$ cat config.mk
export PLATFORM = sky130hd
export DESIGN_NAME = dma_copy_ctrl
export DESIGN_NICKNAME = d
export VERILOG_FILES = /design/src/rtl/dma_copy_pkg.sv /design/src/rtl/dma_seq_fsm.sv /design/src/rtl/dma_hold_buf.sv /design/src/rtl/dma_bus_drv.sv /design/src/rtl/dma_copy_ctrl.sv
export SDC_FILE = /design/constraint.sdc
export NUM_CORES = 1
export LEC_CHECK = 0
export BUFFER_PORTS_ARGS = -buffer_cell sky130_fd_sc_hd__buf_2
export CORE_MARGIN = 5
export CORE_UTILIZATION = 30
export CTS_BUF_LIST = sky130_fd_sc_hd__clkbuf_4
export CTS_CLUSTER_DIAMETER = 100
export DETAILED_ROUTE_END_ITERATION = 10
export MAX_ROUTING_LAYER = met4
export SLEW_MARGIN = 0
export SYNTH_ARGS = -nofsm -noshare
export SYNTH_HDL_FRONTEND = slang
export SYNTH_SLANG_ARGS = --single-unit
$ cat constraint.sdc
create_clock -name clk_i -period 1.5 [get_ports clk_i]
set_input_delay 0 -clock clk_i [delete_from_list [all_inputs] [get_ports clk_i]]
set_output_delay 0 -clock clk_i [all_outputs]
set_load 0.1 [all_outputs]
$ cat src/rtl/dma_copy_pkg.sv
package dma_copy_pkg;
  typedef enum logic [2:0] {
    ST_IDLE     = 3'd0,
    ST_REQ      = 3'd1,
    ST_RD       = 3'd2,
    ST_RD_WAIT  = 3'd3,
    ST_WR       = 3'd4,
    ST_REL      = 3'd5,
    ST_GNT_LOW  = 3'd6
  } copy_state_e;
endpackage

$ cat src/rtl/dma_seq_fsm.sv
module dma_seq_fsm
  import dma_copy_pkg::*;
(
  input  logic clk_i,
  input  logic rst_ni,
  input  logic irq_i,
  input  logic gnt_i,
  input  logic rvalid_i,
  input  logic wready_i,
  output logic req_o,
  output logic own_o,
  output logic rd_ph_o,
  output logic wr_ph_o,
  output logic cap_o
);
  copy_state_e state_q, state_d;

  always_comb begin
    state_d = state_q;
    unique case (state_q)
      ST_IDLE:    if (irq_i)    state_d = ST_REQ;
      ST_REQ:     if (gnt_i)    state_d = ST_RD;
      ST_RD:                    state_d = ST_RD_WAIT;  // address phase, rvalid not sampled
      ST_RD_WAIT: if (rvalid_i) state_d = ST_WR;
      ST_WR:      if (wready_i) state_d = ST_REL;
      ST_REL:                   state_d = ST_GNT_LOW;
      ST_GNT_LOW: if (!gnt_i)   state_d = ST_IDLE;
      default:                  state_d = ST_IDLE;
    endcase
  end

  always_ff @(posedge clk_i or negedge rst_ni) begin
    if (!rst_ni) state_q <= ST_IDLE;
    else         state_q <= state_d;
  end

  assign req_o   = (state_q == ST_REQ) || (state_q == ST_RD) ||
                   (state_q == ST_RD_WAIT) || (state_q == ST_WR);
  assign own_o   = (state_q == ST_RD) || (state_q == ST_RD_WAIT) || (state_q == ST_WR);
  assign rd_ph_o = (state_q == ST_RD) || (state_q == ST_RD_WAIT);
  assign wr_ph_o = (state_q == ST_WR);
  assign cap_o   = (state_q == ST_RD_WAIT) && rvalid_i;
endmodule

$ cat src/rtl/dma_hold_buf.sv
module dma_hold_buf #(
  parameter int DW = 32
) (
  input  logic          clk_i,
  input  logic          rst_ni,
  input  logic          cap_i,
  input  logic [DW-1:0] din_i,
  output logic [DW-1:0] dout_o
);
  always_ff @(posedge clk_i or negedge rst_ni) begin
    if (!rst_ni)    dout_o <= '0;
    else if (cap_i) dout_o <= din_i;
  end
endmodule

$ cat src/rtl/dma_bus_drv.sv
module dma_bus_drv #(
  parameter int              AW       = 32,
  parameter int              DW       = 32,
  parameter logic [AW-1:0]   SRC_ADDR = 'h2000,
  parameter logic [AW-1:0]   DST_ADDR = 'h3000
) (
  input  logic          own_i,
  input  logic          rd_ph_i,
  input  logic          wr_ph_i,
  input  logic [DW-1:0] buf_i,
  output logic [AW-1:0] addr_o,
  output logic [DW-1:0] wdata_o,
  output logic          rd_o,
  output logic          wr_o
);
  // lines read as zero when another master owns the bus
  always_comb begin
    addr_o  = '0;
    wdata_o = '0;
    rd_o    = 1'b0;
    wr_o    = 1'b0;
    if (own_i) begin
      if (wr_ph_i) begin
        addr_o  = DST_ADDR;
        wdata_o = buf_i;
        wr_o    = 1'b1;
      end else if (rd_ph_i) begin
        addr_o  = SRC_ADDR;
        rd_o    = 1'b1;
      end
    end
  end
endmodule

$ cat src/rtl/dma_copy_ctrl.sv
module dma_copy_ctrl #(
  parameter int            AW       = 32,
  parameter int            DW       = 32,
  parameter logic [AW-1:0] SRC_ADDR = 'h2000,
  parameter logic [AW-1:0] DST_ADDR = 'h3000
) (
  input  logic          clk_i,
  input  logic          rst_ni,
  input  logic          irq_i,
  output logic          bus_req_o,
  input  logic          bus_gnt_i,
  output logic          irq_ack_o,
  output logic          bus_own_o,
  output logic [AW-1:0] addr_o,
  output logic          rd_o,
  output logic          wr_o,
  output logic [DW-1:0] wdata_o,
  input  logic [DW-1:0] rdata_i,
  input  logic          rvalid_i,
  input  logic          wready_i
);
  logic          own, rd_ph, wr_ph, cap;
  logic [DW-1:0] hold;

  dma_seq_fsm u_fsm (
    .clk_i    (clk_i),
    .rst_ni   (rst_ni),
    .irq_i    (irq_i),
    .gnt_i    (bus_gnt_i),
    .rvalid_i (rvalid_i),
    .wready_i (wready_i),
    .req_o    (bus_req_o),
    .own_o    (own),
    .rd_ph_o  (rd_ph),
    .wr_ph_o  (wr_ph),
    .cap_o    (cap)
  );

  dma_hold_buf #(.DW(DW)) u_buf (
    .clk_i  (clk_i),
    .rst_ni (rst_ni),
    .cap_i  (cap),
    .din_i  (rdata_i),
    .dout_o (hold)
  );

  dma_bus_drv #(.AW(AW), .DW(DW), .SRC_ADDR(SRC_ADDR), .DST_ADDR(DST_ADDR)) u_drv (
    .own_i   (own),
    .rd_ph_i (rd_ph),
    .wr_ph_i (wr_ph),
    .buf_i   (hold),
    .addr_o  (addr_o),
    .wdata_o (wdata_o),
    .rd_o    (rd_o),
    .wr_o    (wr_o)
  );

  assign bus_own_o = own;
  assign irq_ack_o = own;  // peripheral acknowledged for exactly the mastership window
endmodule

Yosys cells after proc, flatten, opt, wreduce, memory -nomap -nowiden
Cells that the tools add are included.

storage, ports and cells
  register bits = 35
  bits in latches = 0
  RAM bits = 0
  ROM bits = 0
  input bits = 38
  output and inout bits = 69
  logic and storage cells = 37
  memories = 0

cells by class
  add/sub/neg operators = 0
  $mul = 0
  divide/modulo/power cells = 0
  magnitude comparators = 0
  equal/unequal tests = 11
  shift operators = 0
  muxes and demuxes = 16
  bitwise logic cells = 0
  reductions and logical operators = 8

operator list
  kind                  number
  $mux W32              4
  $pmux W3 S7           1
  $mux W3               5
  $mux W14              1
  $ne A2 B2 Y1 const B  5
  $eq A3 B3 Y1 const B  3
  $eq A3 B2 Y1 const B  2
  $logic_or A1 B1 Y1    5
  $mux W1               5
  $reduce_and A5 Y1     1
  $eq A3 B1 Y1 const B  1
  $logic_not A3 Y1      1
  $logic_and A1 B1 Y1   1

Depth between registers and ports, before layout
Gate-level depths: netlist of the first run.

  depth after elaboration = 5
  depth in mapped cells = 5
  mapped depth without buffers = 3

Cells and area by module
From an unflattened synthesis of the first run, not the netlist that was laid out.

unflattened totals
  cells, all modules = 167
  area, all modules = 2093.3 µm²

by module, submodules not included
  module         times used  cells each  area each (µm²)  sequential area each (µm²)
  dma_hold_buf   1           68          1345.0           800.8
  dma_bus_drv    1           73          515.5            0.0
  dma_seq_fsm    1           25          225.2            75.1
  dma_copy_ctrl  1           1           7.5              0.0

Worst setup path after synthesis of the first run
Ideal clock, no wire load.

  path kind = flip-flop to output port
  start = register u_fsm.state_q[1]
  end = output addr_o[13]
  arrival time = 2548 ps
  data required time = 1500 ps
  slack = -1048 ps
  cell stages (with the launch flop) = 6
  path buffers = 2
  cell sequence = dfrtp_1 > buf_4 > nor2_1 > and2_1 > or2_2 > buf_4

between the ends
  elaborated cells between the ends (all ways) = 8
  classes of those cells = 3 x eq/ne; 3 x mux; 2 x reduce/logical

RTL lines
  element                 RTL line             RTL
  start, declared         dma_seq_fsm.sv:16    copy_state_e state_q, state_d;
  start signal, assigned  dma_seq_fsm.sv:34    else state_q <= state_d;
  $eq A3 B2 Y1            dma_seq_fsm.sv:39    assign own_o = (state_q == ST_RD) || (state_q == ST_RD_WAIT) || (state_q == ST_WR);
  $logic_or A1 B1 Y1      dma_seq_fsm.sv:39
  $logic_or A1 B1 Y1 (*)  dma_seq_fsm.sv:39
  net bus_own_o           dma_copy_ctrl.sv:13  output logic bus_own_o,
  $mux W32 (*)            dma_bus_drv.sv:22    if (own_i) begin
  end, declared           dma_copy_ctrl.sv:14  output logic [AW-1:0] addr_o,

The timed path passes the listed nets; every way through them passes the cells marked *.

Final worst setup path of the first run
  start = register u_fsm.state_q[1]
  end = output wdata_o[2]

between the ends
  longest elaborated chain between the ends = 4
  elaborated cells between the ends (all ways) = 7
  classes of those cells = 3 x eq/ne; 2 x mux; 2 x reduce/logical

ends and longest elaborated chain
  element                          RTL line             RTL
  $eq A3 B2 Y1                     dma_seq_fsm.sv:39
  $logic_or A1 B1 Y1 (2 in a row)  dma_seq_fsm.sv:39
  $mux W32 (*)                     dma_bus_drv.sv:22
  end, declared                    dma_copy_ctrl.sv:17  output logic [DW-1:0] wdata_o,

Every way passes the cells marked *; elsewhere a longest branch is shown, timed or not.

==> results.toml, run 1 <==
[layout]
instances_no_fill = 361
antennaDiodeCount = 0
area_delta_synth_final_pct = 78.8
num-fill-cells = 510
final_nets = 321
drive_gt1_share_pct = 59.9

[critical_path]
arrival_ns = 1.57
crit_path_class = "reg2out"
worst_setup_path_end_kind = "output pin"
worst_ep_required_ns = 1.50
critical_register_to_register_path_startpoint = "u_fsm.state_q[2]"
critPathLaunch = "u_fsm.state_q[1]"
cp-start-kind = "flop"
worstPathMaxFanout = 25

[placement]
io_buffers = 76
place_congestion = 0.759
dpl.cell_count = 308
dp_worst_setup_slack_ns = 0.105
detailed_place_hpwl_mm = 3.48

[synthesis]
postSynth.asyncResetShare_pct = 100
synth-warning-count = 0
synth_top_cells_by_area = "sky130_fd_sc_hd__dfrtp_1 (44%), sky130_fd_sc_hd__mux2_4 (22%), sky130_fd_sc_hd__buf_4 (13%), sky130_fd_sc_hd__and3_1 (10%), sky130_fd_sc_hd__mux2_2 (2.2%)"
average_instance_area_after_synthesis_um2 = 12.2
netlist_area_pre_place_um2 = 2000
synth_cell_type_count = 26
synthesis.instances = 164
netlist.top_cell.by_area = "sky130_fd_sc_hd__dfrtp_1"
postSynth.topFlopCell = "sky130_fd_sc_hd__dfrtp_1"
synth.most_common_cell = "sky130_fd_sc_hd__dfrtp_1"
ys_seq_elements = 35
synth_top_area_share_pct = 43.7
synth_top_cells_by_count = "sky130_fd_sc_hd__dfrtp_1 (35), sky130_fd_sc_hd__buf_4 (34), sky130_fd_sc_hd__and3_1 (32), sky130_fd_sc_hd__mux2_4 (29), sky130_fd_sc_hd__clkbuf_1 (6)"
ys_seq_area_share_pct = 43.7
synth-edff-count = 0

[hold_path]
worst_hold_startpoint = "rvalid_i"
worst_hold_path_type = "in2reg"

[floorplanning]
die_w_um = 91.7
number_of_rows_in_the_core_area = 29
coreArea_um2 = 6420
die_height_um = 91.7
pin_count = 107
floorplan.initialDensity_pct = 31.2
area_of_the_die_um2 = 8410

[drt]
postRouteWirelength_mm = 5.33
route.detailed.wl_per_inst_um = 14.8
detailedRoute.firstIterationViolations = 54
detail_route.vias_per_cell = 4.33
firstDrtPassIters = 4
drc = 0
postRouteAntennaNets = 0
dr_total_vias = 1562

[power_and_ir_drop]
power.ir.vdd_worst_mv = 0.982
p_per_area_nw_per_um2 = 2270
fin_total_pwr_mw = 8.12
total_leakage_power_nw = 1.78

[timing]
finalCriticalPeriod_ns = 1.57
slew_of_the_pin_with_the_lowest_slew_margin_ns = 0.795
setup-tns-final_ns = -1.71
rsz0062_at_grt = "true"
timing.max_slew.rel_slack_pct = 47.0
timing.final.hold_violations = 0
max_freq_mhz = 637
setup-violations-final = 35
final-max-slew-violation-count = 0
clock-skew-final_ns = 0.00605
postLayoutSetupSlackWorst_ns = -0.0697
post_route_clock_period_utilization_pct = 105

[clock_network]
cts-root-buf = "sky130_fd_sc_hd__clkbuf_4"
numClockSinks = 35
number_of_cts_inserted_buffers = 5
cts_tree = "yes"
htree_levels = 2
cts.clk_slew.worst_paths_ns = 0.10
clockBufferDepth = 2
insertion_delay_ns = 0.33

[grt]
grt_use_total_pct = 13.5
number_of_antenna_violations_at_the_first_check_in_global_routing = 0
grt-ovfl-total = 0
grt_pass1_vias = 1708
grt_start_max_net_pins = 36
global_route_wire_length_before_repair_mm = 8.82

[status]
outcome = "complete, but fails checks"
failing_checks = "setup timing"

[run]
max_cap_violations = 0
## metrics by stage
| stage | instance area, µm² | utilization [%] | hold WS (ns) |
|---|---|---|---|
| finish | 3580 | 55.8 | 0.0392 |
| global route | 3580 | 55.8 | 0.0329 |
| CTS | 3570 | 55.5 | 0.0164 |
| detailed placement | 2990 | 46.5 | 0.124 |
| global placement | 2990 | 46.5 | 0.125 |
| floorplan | 2210 | - | -0.296 |
## power breakdown
group          switching [mW]  internal, mW  total, mW
sequential              0.284          1.44       1.72
clock                   0.294         0.192      0.486
combinational            3.34          2.58       5.92
total                    3.92          4.21       8.12
## cells by family after synthesis
family | count (synthesis) | synth area share [%]
simple gates | 44 | 13.9
flops | 35 | 43.7
mux | 33 | 24.0
xor+xnor | 1 | 0.437
other cells | 1 | 0.187
buf+inv | 45 | 16.0
compound gates | 5 | 1.75
## cells in the final DEF, fill, tap and decap left out, types with 2 or more instances in the layout
master and count:
sky130_fd_sc_hd__buf_12 42, sky130_fd_sc_hd__clkinv_1 2, sky130_fd_sc_hd__conb_1 30, sky130_fd_sc_hd__mux2_4 29
sky130_fd_sc_hd__clkbuf_4 6, sky130_fd_sc_hd__mux2_2 4, sky130_fd_sc_hd__buf_4 8, sky130_fd_sc_hd__and3_2 22
sky130_fd_sc_hd__dlygate4sd3_1 35, sky130_fd_sc_hd__nor2_1 2, sky130_fd_sc_hd__and3_4 9, sky130_fd_sc_hd__buf_6 3
sky130_fd_sc_hd__buf_2 37, sky130_fd_sc_hd__dfrtp_1 33, sky130_fd_sc_hd__dfrtp_2 2
## routing by layer
| layer | track usage (%) | routed length, µm | up-vias |
|---|---|---|---|
| met2 | 21.4 | 2570 | 72 |
| met1 | 16.3 | 2180 | 746 |
| met4 | 2.72 | 29 | 0 |
| met3 | 5.65 | 542 | 4 |
| met5 | - | 0 | - |
| li1 | - | - | 740 |
## sequential cells by signal, summed over array words and instances, names as in the netlist
name	cells
u_buf.dout_o	32
u_fsm.state_q	3
## area by class of cell
type                    instances  area [µm²]  area share, %
repair buffers                127        1530           42.7
well taps                      77        96.3           2.69
inverters                       1        3.75          0.105
clock buffers                   6        45.0           1.26
multi-input cells             113        1020           28.5
clock inverters                 2        7.51          0.210
flip-flops and latches         35         878           24.5
## worst paths after layout
check	to	slack [ns]	cells past startpoint
min in group asynchronous	u_buf.dout_o[14]	0.31	2
min reg2reg	u_buf.dout_o[27]	0.52	1
min	u_fsm.state_q[1]	0.04	4
max in group asynchronous	u_fsm.state_q[2]	0.64	2
max	wdata_o[2]	-0.07	5
max reg2reg	u_buf.dout_o[10]	0.05	4
## worst max-delay path, stage by stage (launching register included)
cell and delay (ns):
sky130_fd_sc_hd__dfrtp_1 0.40, sky130_fd_sc_hd__buf_6 0.12, sky130_fd_sc_hd__nor2_4 0.13, sky130_fd_sc_hd__buf_12 0.17, sky130_fd_sc_hd__and3_2 0.23, sky130_fd_sc_hd__buf_12 0.18
## timing repair
item | 4_1_cts | 5_1_grt
pin swaps | 2 | 2
hold endpoints to repair | 69 | 0
endpoints found under the setup margin | 38 | 51
hold buffers | 35 | 0
buffers inserted | 7 | 1
resized for setup | 18 | 2
gates cloned | 2 | 0
Note: power is estimated with default switching activity, not from simulation.
==> run 2, diff against run 1 <==
Settings changed: PLACE_DENSITY_LB_ADDON set to 0.08, SKIP_LAST_GASP set to 1.
==> results.toml, run 2 (synthesis gave the netlist of run 1 again) <==
[layout]
drive_gt1_share_pct = 61.0
regMostFlops = "u_buf.dout_o"
num-fill-cells = 508
area_delta_synth_final_pct = 92.1
largest_register_ff_count = 32
antennaDiodeCount = 0
layout_common_cells = "sky130_fd_sc_hd__buf_12 (45), sky130_fd_sc_hd__buf_2 (37), sky130_fd_sc_hd__dlygate4sd3_1 (36)"
multi_input_comb_area_um2 = 1110
final_common_cell = "sky130_fd_sc_hd__buf_12"
final_nets = 328
top_regs = "u_buf.dout_o (32), u_fsm.state_q (3)"
area.sequential_um2 = 877

[drt]
dr_total_vias = 1575
drc = 0
firstDrtPassIters = 4
detail_route.vias_per_cell = 4.29
postRouteWirelength_mm = 5.62
postRouteAntennaNets = 0
detailedRoute.firstIterationViolations = 24
route.detailed.wl_per_inst_um = 15.3

[critical_path]
critical_path.cell_chain = "buf_6 > nor2_4 > buf_12 > clkbuf_16 > and3_4 > buf_12"
worst_ep_required_ns = 1.50
cp-start-kind = "flop"
timing.critical_path.depth = 6
arrival_ns = 1.65
worst_setup_path_end_kind = "output pin"
crit_path_top_delay_cell = "sky130_fd_sc_hd__dfrtp_1"
r2r-end = "u_buf.dout_o[6]"
worstPathMaxFanout = 6
cp.buffers_inverters = 4
reg2reg_slack_ns = 0.01
critPathMaxStageDelay_ns = 0.42
critical_register_to_register_path_startpoint = "u_fsm.state_q[1]"
critPathLaunch = "u_fsm.state_q[1]"
critPathCapture = "wdata_o[19]"
worst-r2r-cell-count = 5
crit_path_class = "reg2out"
timing.critical_path.mode_cell = "sky130_fd_sc_hd__buf_12"
critical_path.top_delay_family = "buffers and inverters"

[power_and_ir_drop]
p_sw_mw = 4.10
power.share.clock_pct = 7.6
power.switching_fraction_pct = 46.7
combinationalPowerShare_pct = 72.6
power.ir.vdd_worst_mv = 0.968
internal-power_mw = 4.68
p_per_area_nw_per_um2 = 2280
sequentialPowerShare_pct = 19.8
total_leakage_power_nw = 1.83

[clock_network]
numClockSinks = 35
cts_tree = "yes"
cts.clk_slew.worst_paths_ns = 0.10
clockBufferDepth = 2
insertion_delay_ns = 0.33
cts-root-buf = "sky130_fd_sc_hd__clkbuf_4"
number_of_cts_inserted_buffers = 5
htree_levels = 2

[timing]
rsz0062_at_grt = "true"
max_freq_mhz = 606
final-max-slew-violation-count = 0
post_route_clock_period_utilization_pct = 110
postLayoutSetupSlackWorst_ns = -0.149
setup-violations-final = 38
clock-skew-final_ns = 0.0106
timing.final.hold_violations = 0
setup-tns-final_ns = -4.87
finalCriticalPeriod_ns = 1.65
final.hold.worst_slack_ns = 0.0634

[status]
failing_checks = "setup timing"
outcome = "complete, but fails checks"

[grt]
grt_start_max_net_pins = 42
grt_use_total_pct = 13.5
grt-ovfl-total = 0
global_route_wire_length_before_repair_mm = 8.87
number_of_antenna_violations_at_the_first_check_in_global_routing = 0
grt_pass1_vias = 1677

[run]
max_cap_violations = 0

[floorplanning]
pin_count = 107
number_of_rows_in_the_core_area = 29
die_height_um = 91.7
floorplan.initialDensity_pct = 31.2
area_of_the_die_um2 = 8410
die_w_um = 91.7
coreArea_um2 = 6420

[placement]
io_buffers = 76
place_congestion = 0.689
detailed_place_hpwl_mm = 3.55

[hold_path]
worst_hold_path_type = "in2reg"
==> run 2: changes by cell type in the layout (fill, tap and decap cells not counted) <==
cell                            previous run  this run
sky130_fd_sc_hd__clkinv_1                  2         0
sky130_fd_sc_hd__and3_4                    9        32
sky130_fd_sc_hd__buf_16                    1         2
sky130_fd_sc_hd__dfrtp_2                   2         1
sky130_fd_sc_hd__and3_2                   22         0
sky130_fd_sc_hd__dlygate4sd3_1            35        36
sky130_fd_sc_hd__bufinv_16                 0         1
sky130_fd_sc_hd__buf_12                   42        45
sky130_fd_sc_hd__bufbuf_16                 1         0
sky130_fd_sc_hd__buf_4                     8         7
sky130_fd_sc_hd__dfrtp_1                  33        34
sky130_fd_sc_hd__clkbuf_16                 0         4
sky130_fd_sc_hd__and3_1                    1         0
==> run 2: power by group through the flow <==
stage | combinational, mW | sequential [mW] | clock, mW
2_1_floorplan | 4.05 | 1.63 | 0
6_report | 6.37 | 1.74 | 0.669
4_1_cts | 6.13 | 1.75 | 0.701
3_3_place_gp | 5.40 | 1.70 | 0
5_1_grt | 6.62 | 1.81 | 0.747
3_5_place_dp | 5.41 | 1.71 | 0
==> run 2: final cells by class <==
cell class / instances / area share [%]
Clock buffer: 6 / 1.17
Sequential cell: 35 / 22.8
Clock inverter: 1 / 0.780
Timing Repair Buffer: 134 / 43.9
Multi-Input combinational cell: 113 / 28.8
Inverter: 1 / 0.0975
Tap cell: 77 / 2.50
==> run 2: worst min-delay path by stage <==
stage	startpoint	endpoint	slack (ns)	depth (start not counted)
final	irq_i	u_fsm.state_q[0]	0.06	4
after detailed placement	rst_ni	u_buf.dout_o[12]	0.08	2
after global routing	irq_i	u_fsm.state_q[0]	0.06	4
after CTS	irq_i	u_fsm.state_q[0]	0.04	4
after floorplan	rst_ni	u_buf.dout_o[0]	-0.30	0
after global placement	rst_ni	u_buf.dout_o[5]	0.08	2
==> run 2: worst register-to-register path, cell delays in order, from the launching register on <==
cell,delay [ns]
sky130_fd_sc_hd__dfrtp_1,0.42
sky130_fd_sc_hd__buf_4,0.14
sky130_fd_sc_hd__and2b_4,0.17
sky130_fd_sc_hd__nand3_4,0.15
sky130_fd_sc_hd__clkbuf_16,0.21
sky130_fd_sc_hd__mux2_4,0.30
==> run 2: repair_timing <==
item | in CTS | in global routing
resized for setup | 43 | 0
hold buffers | 36 | 0
gates cloned | 2 | 4
pin swaps | 14 | 5
hold endpoints to repair | 69 | 0
setup endpoints to repair | 38 | 50
setup buffers | 6 | 3
==> run 2: per-stage QoR <==
stage	util (%)	total power [mW]	std cells	setup WS [ns]	instance area [µm²]
global placement	47.0	7.10	309	0.141	3020
finish	59.9	8.78	367	-0.149	3850
CTS	58.0	8.58	360	-0.158	3730
detailed placement	47.0	7.12	309	0.134	3020
global route	59.9	9.17	367	-0.226	3850
floorplan	-	5.68	193	-0.132	2210
==> run 2: per-layer routing <==
| layer | GRT usage (%) | vias to the layer above | part of all wire (%) |
|---|---|---|---|
| li1 | - | 756 | - |
| met1 | 17.9 | 750 | 47 |
| met4 | 1.86 | 0 | 0.28 |
| met2 | 20.6 | 67 | 46 |
| met3 | 4.34 | 2 | 6.7 |
| met5 | - | - | 0 |
==> run 3, diff against run 2 <==
Settings changed: CORE_MARGIN 5 to 2.
==> results.toml, run 3 (synthesis gave the netlist of run 1 again) <==
[status]
outcome = "complete, but fails checks"
failing_checks = "setup timing"

[floorplanning]
die_w_um = 85.7
die_height_um = 85.7
number_of_rows_in_the_core_area = 29
floorplan.initialDensity_pct = 31.4
pin_count = 107
area_of_the_die_um2 = 7350
coreArea_um2 = 6390

[placement]
detailed_place_hpwl_mm = 3.08
dpl_cell_area_um2 = 3010
place_congestion = 0.671
io_buffers = 76
dp_worst_setup_slack_ns = 0.103
dpl.cell_count = 309

[grt]
global_route_wire_length_before_repair_mm = 7.87
grt_pass1_vias = 1520
grt-ovfl-total = 0
grt_use_total_pct = 14.2
grt_start_max_net_pins = 34
number_of_antenna_violations_at_the_first_check_in_global_routing = 0

[timing]
max_freq_mhz = 629
final.hold.worst_slack_ns = 0.0647
rsz0062_at_grt = "true"
postLayoutSetupSlackWorst_ns = -0.0888
setup-violations-final = 40
timing.final.hold_violations = 0
final-max-slew-violation-count = 0
finalCriticalPeriod_ns = 1.59
post_route_clock_period_utilization_pct = 106
setup-tns-final_ns = -2.29
clock-skew-final_ns = 0.0100

[clock_network]
cts-root-buf = "sky130_fd_sc_hd__clkbuf_4"
numClockSinks = 35
number_of_cts_inserted_buffers = 5
insertion_delay_ns = 0.33
cts_tree = "yes"
htree_levels = 2
cts.clk_slew.worst_paths_ns = 0.11
clockBufferDepth = 2

[layout]
multi_input_comb_area_um2 = 992
final_common_cell = "sky130_fd_sc_hd__buf_12"
drive_gt1_share_pct = 60.3
final_nets = 324
post-route-cell-area_um2 = 3630
instances_no_fill = 364
top_regs = "u_buf.dout_o (32), u_fsm.state_q (3)"
area_delta_synth_final_pct = 81.2
regMostFlops = "u_buf.dout_o"
layout_common_cells = "sky130_fd_sc_hd__buf_12 (41), sky130_fd_sc_hd__buf_2 (37), sky130_fd_sc_hd__dlygate4sd3_1 (36)"
largest_register_ff_count = 32
num-fill-cells = 546
area.sequential_um2 = 878
antennaDiodeCount = 0

[critical_path]
worst_setup_path_end_kind = "output pin"
crit_path_class = "reg2out"
cp-start-kind = "flop"
critPathMaxStageDelay_ns = 0.41
critical_path.top_delay_family = "buffers and inverters"
worstPathMaxFanout = 11
timing.critical_path.mode_cell = "sky130_fd_sc_hd__buf_6"
arrival_ns = 1.59
critical_path.cell_chain = "buf_6 > nor2_4 > buf_6 > and3_2 > buf_12"
crit_path_top_delay_cell = "sky130_fd_sc_hd__dfrtp_1"
worst_ep_required_ns = 1.50
cp.buffers_inverters = 3

[drt]
dr_total_vias = 1556
drc = 0
detail_route.vias_per_cell = 4.27
postRouteWirelength_mm = 5.27
detailedRoute.firstIterationViolations = 50
postRouteAntennaNets = 0
firstDrtPassIters = 3
route.detailed.wl_per_inst_um = 14.5

[power_and_ir_drop]
power.ir.vdd_worst_mv = 2.56
p_per_area_nw_per_um2 = 2250
total_leakage_power_nw = 1.83

[hold_path]
worst_hold_path_type = "in2async"

[run]
max_cap_violations = 0
## run 3: changes by cell type in the layout (fill, tap and decap cells not counted), sizes merged
| cell | previous run | this run |
|---|---|---|
| clkinv | 0 | 2 |
| clkbuf | 10 | 8 |
| bufbuf | 0 | 2 |
| bufinv | 1 | 0 |
| buf | 94 | 90 |
## run 3: stage by stage
stage	utilization, %	power, mW
final	56.8	8.17
after global routing	56.8	8.51
after CTS	55.5	8.07
after detailed placement	47.1	7.06
after global placement	47.1	7.05
after floorplan	-	5.68
## run 3: path summary, 6_finish.rpt
kind,start,end,slack (ns),cells after the start
setup / recovery,u_fsm.state_q[1],wdata_o[31],-0.09,5
hold / removal,rst_ni,u_buf.dout_o[30],0.06,2
setup reg to reg,u_fsm.state_q[2],u_buf.dout_o[18],-0.01,4
hold reg to reg,u_buf.dout_o[26],u_buf.dout_o[26],0.51,1
max in group asynchronous,rst_ni,u_fsm.state_q[0],0.92,3
min in group clk_i,irq_i,u_fsm.state_q[0],0.07,4
## run 3: what timing repair did
action | in CTS | in global routing
hold buffers | 36 | 0
hold endpoints to repair | 69 | 0
gates cloned | 2 | 3
resized for setup | 7 | 2
endpoints found under the setup margin | 38 | 70
pin swaps | 1 | 3
buffers inserted | 4 | 2
## run 3: layout make-up
type | count | area share [%]
repair buffers | 130 | 44.3
flip-flops and latches | 35 | 24.2
multi-input cells | 113 | 27.3
well taps | 77 | 2.65
inverters | 1 | 0.103
clock buffers | 6 | 1.24
clock inverters | 2 | 0.207
## run 3: routing by layer
metal	global-route usage, %	wire length (µm)	vias to the layer above
met5	-	0	-
met4	3.46	48	0
met3	4.23	333	5
met2	21.5	2460	69
met1	18.9	2430	738
li1	-	-	744
## run 3: where the power goes
part / internal (mW) / switching (mW)
registers: 1.43 / 0.260
logic: 2.63 / 3.34
clock network: 0.192 / 0.314
